### src/rtl/flag_unit_pkg.sv
package flag_unit_pkg;

  localparam int OP_W   = 3;
  localparam int FLAG_N = 6;

  localparam logic [OP_W-1:0] OP_ADD = 3'd0;
  localparam logic [OP_W-1:0] OP_SUB = 3'd1;
  localparam logic [OP_W-1:0] OP_AND = 3'd2;
  localparam logic [OP_W-1:0] OP_OR  = 3'd3;
  localparam logic [OP_W-1:0] OP_XOR = 3'd4;

  // flag bit positions in the packed status word
  localparam int FL_CF = 0;
  localparam int FL_PF = 1;
  localparam int FL_AF = 2;
  localparam int FL_ZF = 3;
  localparam int FL_SF = 4;
  localparam int FL_OF = 5;

  typedef struct packed {
    logic ovf;
    logic sgn;
    logic zro;
    logic aux;
    logic par;
    logic cry;
  } status_t;

  function automatic logic op_is_arith(input logic [OP_W-1:0] op);
    return (op == OP_ADD) || (op == OP_SUB);
  endfunction

  function automatic logic op_is_sub(input logic [OP_W-1:0] op);
    return op == OP_SUB;
  endfunction

  // carry into and out of the top bit disagree exactly on signed overflow
  function automatic logic signed_range_fault(input logic c_into_msb,
                                              input logic c_out_msb);
    return c_into_msb ^ c_out_msb;
  endfunction

endpackage

### src/rtl/flag_adder.sv
module flag_adder
  import flag_unit_pkg::*;
#(
  parameter int WIDTH = 32,
  parameter int NIB   = 4
) (
  input  logic [WIDTH-1:0] a_i,
  input  logic [WIDTH-1:0] b_i,
  input  logic             sub_i,
  output logic [WIDTH-1:0] sum_o,
  output logic             c_nib_o,
  output logic             c_msb_o,
  output logic             c_out_o,
  output logic             cry_o,
  output logic             aux_o,
  output logic             ovf_o
);
  localparam int MID = WIDTH - NIB - 1;

  logic [WIDTH-1:0] b_eff;
  logic [NIB:0]     low_part;
  logic [MID:0]     mid_part;
  logic [1:0]       top_part;

  assign b_eff = sub_i ? ~b_i : b_i;

  // three segments expose the nibble carry and the carry into the sign bit
  assign low_part = {1'b0, a_i[NIB-1:0]} + {1'b0, b_eff[NIB-1:0]}
                  + {{NIB{1'b0}}, sub_i};
  assign c_nib_o  = low_part[NIB];

  assign mid_part = {1'b0, a_i[WIDTH-2:NIB]} + {1'b0, b_eff[WIDTH-2:NIB]}
                  + {{MID{1'b0}}, c_nib_o};
  assign c_msb_o  = mid_part[MID];

  assign top_part = {1'b0, a_i[WIDTH-1]} + {1'b0, b_eff[WIDTH-1]}
                  + {1'b0, c_msb_o};
  assign c_out_o  = top_part[1];

  assign sum_o = {top_part[0], mid_part[MID-1:0], low_part[NIB-1:0]};

  // on subtract a missing carry means a borrow
  assign cry_o = c_out_o ^ sub_i;
  assign aux_o = c_nib_o ^ sub_i;
  assign ovf_o = signed_range_fault(c_msb_o, c_out_o);

endmodule

### src/rtl/flag_bitwise.sv
module flag_bitwise
  import flag_unit_pkg::*;
#(
  parameter int WIDTH = 32
) (
  input  logic [OP_W-1:0]  op_i,
  input  logic [WIDTH-1:0] a_i,
  input  logic [WIDTH-1:0] b_i,
  output logic [WIDTH-1:0] res_o
);
  always_comb begin
    case (op_i)
      OP_AND:  res_o = a_i & b_i;
      OP_OR:   res_o = a_i | b_i;
      OP_XOR:  res_o = a_i ^ b_i;
      default: res_o = '0;
    endcase
  end
endmodule

### src/rtl/flag_eval.sv
module flag_eval #(
  parameter int WIDTH    = 32,
  parameter int PAR_BITS = 8
) (
  input  logic [WIDTH-1:0] res_i,
  output logic             sgn_o,
  output logic             zro_o,
  output logic             par_o
);
  logic [PAR_BITS-1:0] par_chain;

  assign sgn_o = res_i[WIDTH-1];
  assign zro_o = (res_i == '0);

  // running xor over the low bits; even count leaves the chain at zero
  genvar gi;
  generate
    for (gi = 0; gi < PAR_BITS; gi++) begin : g_par
      if (gi == 0) begin : g_first
        assign par_chain[gi] = res_i[gi];
      end else begin : g_next
        assign par_chain[gi] = par_chain[gi-1] ^ res_i[gi];
      end
    end
  endgenerate

  assign par_o = ~par_chain[PAR_BITS-1];
endmodule

### src/rtl/flag_unit.sv
module flag_unit
  import flag_unit_pkg::*;
#(
  parameter int WIDTH    = 32,
  parameter int NIB      = 4,
  parameter int PAR_BITS = 8
) (
  input  logic              clk_i,
  input  logic              rst_ni,
  input  logic [2:0]        op_i,
  input  logic [WIDTH-1:0]  a_i,
  input  logic [WIDTH-1:0]  b_i,
  input  logic              flag_we_i,
  output logic [WIDTH-1:0]  result_o,
  output logic [FLAG_N-1:0] flags_o
);
  logic             arith_sel;
  logic             sub_sel;
  logic [WIDTH-1:0] add_sum;
  logic [WIDTH-1:0] bit_res;
  logic             add_c_nib, add_c_msb, add_c_out;
  logic             add_cry, add_aux, add_ovf;
  logic             ev_sgn, ev_zro, ev_par;
  status_t          status_next;
  status_t          status_q;

  assign arith_sel = op_is_arith(op_i);
  assign sub_sel   = op_is_sub(op_i);

  flag_adder #(.WIDTH(WIDTH), .NIB(NIB)) u_add (
    .a_i     (a_i),
    .b_i     (b_i),
    .sub_i   (sub_sel),
    .sum_o   (add_sum),
    .c_nib_o (add_c_nib),
    .c_msb_o (add_c_msb),
    .c_out_o (add_c_out),
    .cry_o   (add_cry),
    .aux_o   (add_aux),
    .ovf_o   (add_ovf)
  );

  flag_bitwise #(.WIDTH(WIDTH)) u_bit (
    .op_i  (op_i),
    .a_i   (a_i),
    .b_i   (b_i),
    .res_o (bit_res)
  );

  assign result_o = arith_sel ? add_sum : bit_res;

  flag_eval #(.WIDTH(WIDTH), .PAR_BITS(PAR_BITS)) u_eval (
    .res_i (result_o),
    .sgn_o (ev_sgn),
    .zro_o (ev_zro),
    .par_o (ev_par)
  );

  always_comb begin
    status_next.cry = arith_sel & add_cry;
    status_next.ovf = arith_sel & add_ovf;
    status_next.aux = arith_sel & add_aux;
    status_next.sgn = ev_sgn;
    status_next.zro = ev_zro;
    status_next.par = ev_par;
  end

  always_ff @(posedge clk_i or negedge rst_ni) begin
    if (!rst_ni)        status_q <= '0;
    else if (flag_we_i) status_q <= status_next;
  end

  assign flags_o = status_q;
endmodule

### config.mk
export PLATFORM = sky130hd
export DESIGN_NAME = flag_unit
export DESIGN_NICKNAME = d
export VERILOG_FILES = /design/src/rtl/flag_unit_pkg.sv /design/src/rtl/flag_adder.sv /design/src/rtl/flag_bitwise.sv /design/src/rtl/flag_eval.sv /design/src/rtl/flag_unit.sv
export SDC_FILE = /design/constraint.sdc
export NUM_CORES = 1
export LEC_CHECK = 0
export BUFFER_PORTS_ARGS = -buffer_cell sky130_fd_sc_hd__buf_2
export CORE_ASPECT_RATIO = 0.75
export CORE_MARGIN = 1.5
export CORE_UTILIZATION = 35
export CTS_CLUSTER_SIZE = 8
export DETAILED_ROUTE_END_ITERATION = 10
export PLACE_DENSITY = 0.66
export SLEW_MARGIN = 5
export SYNTH_ARGS = -nofsm -noshare
export SYNTH_HDL_FRONTEND = slang
export SYNTH_HIERARCHICAL = 1
export SYNTH_SLANG_ARGS = --single-unit
export TNS_END_PERCENT = 20
### constraint.sdc
create_clock -name clk_i -period 7.4 [get_ports clk_i]
set_clock_uncertainty 0.05 [all_clocks]
set_input_delay 0.74 -clock clk_i [delete_from_list [all_inputs] [get_ports clk_i]]
set_output_delay 0.74 -clock clk_i [all_outputs]
set_load 0.01 [all_outputs]
Yosys cells after proc, flatten, opt, wreduce, memory -nomap -nowiden:

Cells that the tools add are included.

* bits in registers: 6
* output and inout bits: 38

* add/subtract/negate cells: 6
* eq/ne operators: 4
* multiplexer cells: 3
* bitwise logic cells: 18
* reduce and logical (&&, ||, !) cells: 3

Operators by type and width (count)
* $pmux 32 s3: 1
* $mux 32: 2
* $and 32x32->32: 1
* $logic_not 32->1: 1
* $not 32->32: 1
* $or 32x32->32: 1
* $xor 32x32->32: 1
* $add 27x27->28: 1
* $add 28x1->28: 1
* $xor 1x1->1: 10
* $eq 3x2->1 const B: 2
* $add 4x4->5: 1
* $add 5x1->5: 1
* $and 1x1->1: 3
* $eq 3x1->1 const B: 1
* $eq 3x3->1 const B: 1
* $logic_not 3->1: 1
* $add 1x1->2: 1
* $add 2x1->2: 1
* $logic_or 1x1->1: 1
* $not 1->1: 1

Depth between registers and ports, before layout:

* depth after elaboration: 15
* mapped depth: 27
* mapped depth without buffers: 25

Hierarchy:

The synthesis kept the hierarchy.

By module, submodules not included
* flag_adder: times used 1, cells each 257, area each 1930.6 µm²
* flag_bitwise: times used 1, cells each 240, area each 1750.4 µm²
* flag_unit: times used 1, cells each 53, area each 656.9 µm²
* flag_eval: times used 1, cells each 21, area each 147.6 µm²

Worst setup path after synthesis:

Ideal clock, no wire load.

* path kind: input -> output
* start: in op_i[2]
* end: out result_o[31]
* arrival: 4.944 ns
* path slack: 1.666 ns
* stages: 23
* buffers on the path: 3
* cell sequence: nor2_4 buf_8 and2_1 clkbuf_1 clkbuf_1 xor2_1 ha_1 nor2b_1 o21ai_0 nand2b_1 inv_1 fa_1 nor2b_1 o2111ai_1 a31oi_2 o21ai_1 a21oi_1 o31ai_2 nand2b_2 inv_1 fa_1 inv_1 mux2_2

* cells in the longest elaborated chain, start to end: 7
* elaborated cells between the ends (all ways): 15
* classes of those cells: 6 x add/sub; 4 x eq/ne; 3 x mux; 2 x reduce/logical

RTL lines
* start: declaration: line flag_unit.sv:10 `input logic [2:0] op_i,`
* $eq 3x1->1 (*): line flag_unit_pkg.sv:34 `return op == OP_SUB;`
* net sub_sel: line flag_unit.sv:18 `logic sub_sel;`
* $mux 32: line flag_adder.sv:25 `assign b_eff = sub_i ? ~b_i : b_i;`
* $add 4x4->5: line flag_adder.sv:28 `assign low_part = {1'b0, a_i[NIB-1:0]} + {1'b0, b_eff[NIB-1:0]}`
* $add 5x1->5 (*): line flag_adder.sv:29 `+ {{NIB{1'b0}}, sub_i};`
* net add_c_nib: line flag_unit.sv:21 `logic add_c_nib, add_c_msb, add_c_out;`
* $add 28x1->28 (*): line flag_adder.sv:33 `+ {{MID{1'b0}}, c_nib_o};`
* net add_c_msb: line flag_unit.sv:21
* $add 2x1->2 (*): line flag_adder.sv:37 `+ {1'b0, c_msb_o};`
* net add_sum[31]: line flag_unit.sv:19 `logic [WIDTH-1:0] add_sum;`
* $mux 32 (*): line flag_unit.sv:50 `assign result_o = arith_sel ? add_sum : bit_res;`
* end: declaration: line flag_unit.sv:14 `output logic [WIDTH-1:0] result_o,`

The timed path passes the listed nets; every way through them passes the cells marked *.

Worst setup path in the final report:

* start: in op_i[2]
* end: out result_o[26]

* cells in the longest elaborated chain, start to end: 6
* elaborated cells between the ends (all ways): 13
* classes of those cells: 4 x add/sub; 4 x eq/ne; 3 x mux; 2 x reduce/logical

RTL lines (line)
* $eq 3x1->1 (*): flag_unit_pkg.sv:34
* net sub_sel: flag_unit.sv:18
* $mux 32: flag_adder.sv:25
* $add 4x4->5: flag_adder.sv:28
* $add 5x1->5 (*): flag_adder.sv:29
* net add_c_nib: flag_unit.sv:21
* $add 28x1->28 (*): flag_adder.sv:33
* net add_sum[26]: flag_unit.sv:19
* $mux 32 (*): flag_unit.sv:50

Marks and branches as above.

==> results by stage <==
Timing:
- The final setup slack of the worst path is 1470 ps.
- Derived from the worst setup path, the maximum achievable clock frequency is 0.169 GHz.
- Headroom to the max-slew limit came out at 55.5%.
- The total negative slack for setup checks is 0 ps.
- Setup repair after global routing left no endpoint under its margin.
- For the pin with the worst max-slew slack, the measured transition is 668 ps.
- Setup violations remaining at the end of the flow were counted as 0.
- Of the available clock period, the critical path in the final layout requires 80.1%.
- The number of pins exceeding their max-slew limit in the final report is 0.
- The shortest period the worst path allows is 5930 ps.
- The final number of hold-violating endpoints came to 0.

Routing:
- The detail-routed net length per standard cell is 13.9 um.
- The routed length on met3 is 583 um.
- The violation count after the first detailed-routing iteration is 165.
- The total via count in the routed design is 4108.
- The count of TritonRoute iterations in the first routing pass is 4.
- The post-detailed-route DRC marker count is 0.
- The met1 layer wirelength in the final routing is 5950 um.
- The total length of routed met2 wires is 4880 um.
- The average vias per placed instance is 4.99.
- The total wirelength of the detailed-routed design is 11400 um.
- The post-route antenna net violation count is 0.
- The highest routing layer actually used is met3.

Clocking:
- The later pin in the worst-skew pair is clocked with a latency of 230 ps.
- The clock drives 6 sinks.
- After clock tree synthesis, the setup repair step added 0 buffers.
- The longest clock path from root to sink contains 2 buffers.
- The CTS tree is built.
- The clock transition at the register clock pins on the worst setup and hold paths after CTS is 30 ps.
- After clock tree synthesis, the repair step resized 0 gates.
- CTS built an H-tree with a depth of 1.
- The number of CTS-inserted buffers is 3.
- The root buffer cell is sky130_fd_sc_hd__clkbuf_16.
- The hold buffer count at cts is 0.

Worst hold path:
- The worst hold path class is input port to asynchronous set/reset pin.

Floorplan:
- The die is 101 um tall.
- The floorplan step defined a core boundary enclosing 12400 um^2.
- The initial cell density of the core is 36.2%.
- The floorplan step defined a die boundary enclosing 13500 um^2.
- The top-level I/O count is 108.
- The row count is 35.
- In this run the horizontal extent of the chip is 134 um.

Critical path:
- Data on the critical path is required at its endpoint by 6610 ps.
- The critical path class is input port to primary output.
- Along the worst path, the maximum fanout reaches 13.
- The worst setup path is launched from an input port.
- The worst setup path is captured at a primary output.
- At the worst endpoint, the arrival time is 5140 ps.

Place:
- OpenSTA, run right after detailed placement, puts the worst setup slack at 1320 ps.
- The wire-length estimate of the detail-placed layout is 9230 um.
- The number of port buffers is 107.
- The routability congestion estimate from global placement is 0.879.

Global routing:
- The overall fraction of global-route tracks in use is 16.6%.
- Entering global routing, the biggest net connects 62 pins.
- The number of antenna violations at the first check in global routing is 0.
- The wire length of the first global-routing pass is 18600 um.
- The overflow left after global routing is 0.
- The number of global-route vias before repair is 3909.

Power and ir drop:
- The maximum vdd drop is 0.0000841 V.
- The internal power of the cells totals 0.000313 W.
- Per report_power, the clock group accounts for 14.7% of the total.
- The analysis attributes to net switching a power of 0.000270 W.
- In this run the static leakage power is 2.86 nW.
- Dividing total power by cell area gives a power density of 113 nW/um^2.
- Sequential cells burn 7.0% of the power.
- The switching portion of total power is 46.3%.
- Combinational cells account for 78.3% of the total power.

Synth:
- The mapped cell area is 4480 um^2.
- The number of nets produced by synthesis is 738.
- During synthesis, Yosys emitted a total of 6 warnings.
- The mean instance size in the synthesized netlist is 7.86 um^2.
- Synthesis handed over a netlist of 570 instances.

Finish:
- The number of flip-flops in the largest register is 6.
- For this run, the post-layout net count is 827.
- The fraction of layout cells with a size suffix above 1 is 25.1%.
- The area growth from synthesis to layout is 14.6%.
- The number of antenna diodes in the final layout is 0.

Status:
- The flow ran to the end, and the final reports show no timing, DRC or antenna violations.

Job:
- The total of max-cap violations is 0.
[power groups by stage]
stage | Sequential [W] | Clock (W) | Combinational (W)
after floorplan | 0.0000440 | 0 | 0.000327
after global placement | 0.0000409 | 0 | 0.000454
after detailed placement | 0.0000411 | 0 | 0.000455
after CTS | 0.0000407 | 0.0000873 | 0.000458
after global routing | 0.0000410 | 0.0000917 | 0.000511
final | 0.0000407 | 0.0000857 | 0.000456
[metrics by stage]
| stage | instances | area, um^2 | utilization, % | hold slack [ps] | total power (W) |
|---|---|---|---|---|---|
| 2_1_floorplan | 570 | 4480 | - | 394 | 0.000371 |
| 3_5_place_dp | 820 | 5060 | 40.8 | 442 | 0.000496 |
| 3_3_place_gp | 820 | 5060 | 40.8 | 437 | 0.000495 |
| 6_report | 823 | 5140 | 41.5 | 282 | 0.000583 |
| 4_1_cts | 823 | 5140 | 41.5 | 284 | 0.000586 |
| 5_1_grt | 823 | 5140 | 41.5 | 291 | 0.000644 |
[area by class of cell]
cell class / count / area (um^2)
tap: 166 / 208
inverter: 86 / 323
clock buffer: 3 / 75.1
timing repair buffer: 112 / 573
sequential: 6 / 150
multi-input combinational: 450 / 3810
fill: 1277 / 7260
[per-layer routing]
metal	track usage [%]	up-vias
li1	-	2131
met1	24.1	1886
met2	27.9	91
met3	1.81	0
met4	0.418	0
met5	0	-
[placed cells by master, fill, tap and decap left out, types with 2 or more instances in the layout]
master and count:
sky130_fd_sc_hd__buf_2 107, sky130_fd_sc_hd__ha_1 94, sky130_fd_sc_hd__inv_1 86, sky130_fd_sc_hd__a21oi_1 55, sky130_fd_sc_hd__xor2_1 41, sky130_fd_sc_hd__nor2_1 41, sky130_fd_sc_hd__mux2_2 33, sky130_fd_sc_hd__a22o_1 32
sky130_fd_sc_hd__xnor2_1 27, sky130_fd_sc_hd__nand2_1 17, sky130_fd_sc_hd__a21o_1 12, sky130_fd_sc_hd__nor2b_1 10, sky130_fd_sc_hd__o21ai_1 8, sky130_fd_sc_hd__o21ai_0 7, sky130_fd_sc_hd__dfrtp_1 6, sky130_fd_sc_hd__nor4_1 6
sky130_fd_sc_hd__buf_4 5, sky130_fd_sc_hd__mux2i_1 5, sky130_fd_sc_hd__a31o_2 4, sky130_fd_sc_hd__o21a_1 4, sky130_fd_sc_hd__nand4_1 4, sky130_fd_sc_hd__a31oi_1 4, sky130_fd_sc_hd__fa_1 4, sky130_fd_sc_hd__clkbuf_16 3
sky130_fd_sc_hd__nand2b_1 3, sky130_fd_sc_hd__a31oi_2 3, sky130_fd_sc_hd__o21bai_1 3, sky130_fd_sc_hd__mux2_1 2, sky130_fd_sc_hd__o2111ai_1 2, sky130_fd_sc_hd__o211ai_1 2, sky130_fd_sc_hd__a21oi_2 2, sky130_fd_sc_hd__nand3_1 2
sky130_fd_sc_hd__a31o_1 2, sky130_fd_sc_hd__nor3_1 2
[critical path, stage by stage]
cell                        delay, ps
sky130_fd_sc_hd__buf_2            130
sky130_fd_sc_hd__nor2_4           120
sky130_fd_sc_hd__and2_2           390
sky130_fd_sc_hd__xor2_1           240
sky130_fd_sc_hd__inv_1             80
sky130_fd_sc_hd__fa_1             430
sky130_fd_sc_hd__nor2b_1          120
sky130_fd_sc_hd__o21ai_0           90
sky130_fd_sc_hd__nand2b_1         120
sky130_fd_sc_hd__inv_1             60
sky130_fd_sc_hd__fa_1             400
sky130_fd_sc_hd__fa_1             410
sky130_fd_sc_hd__nor2b_1          180
sky130_fd_sc_hd__o2111ai_1        140
sky130_fd_sc_hd__a21oi_1          290
sky130_fd_sc_hd__o21ai_1          100
sky130_fd_sc_hd__nand3b_1         170
sky130_fd_sc_hd__a31oi_1          170
sky130_fd_sc_hd__o21ai_1          200
sky130_fd_sc_hd__xor2_1            90
sky130_fd_sc_hd__mux2_1           310
sky130_fd_sc_hd__buf_2            150
[worst paths after layout]
path	startpoint	endpoint	slack (ps)	cells after the start
setup / recovery	op_i[2]	result_o[26]	1470	22
hold / removal	rst_ni	flags_o[1]$_DFFE_PN0P_	280	1
setup reg to reg	flags_o[5]$_DFFE_PN0P_	flags_o[5]$_DFFE_PN0P_	6530	2
hold reg to reg	flags_o[4]$_DFFE_PN0P_	flags_o[4]$_DFFE_PN0P_	450	1
max in group asynchronous	rst_ni	flags_o[4]$_DFFE_PN0P_	6870	1
min in group clk_i	flags_o[4]$_DFFE_PN0P_	flags_o[4]$_DFFE_PN0P_	450	1
(Power assumes the default switching activity.)
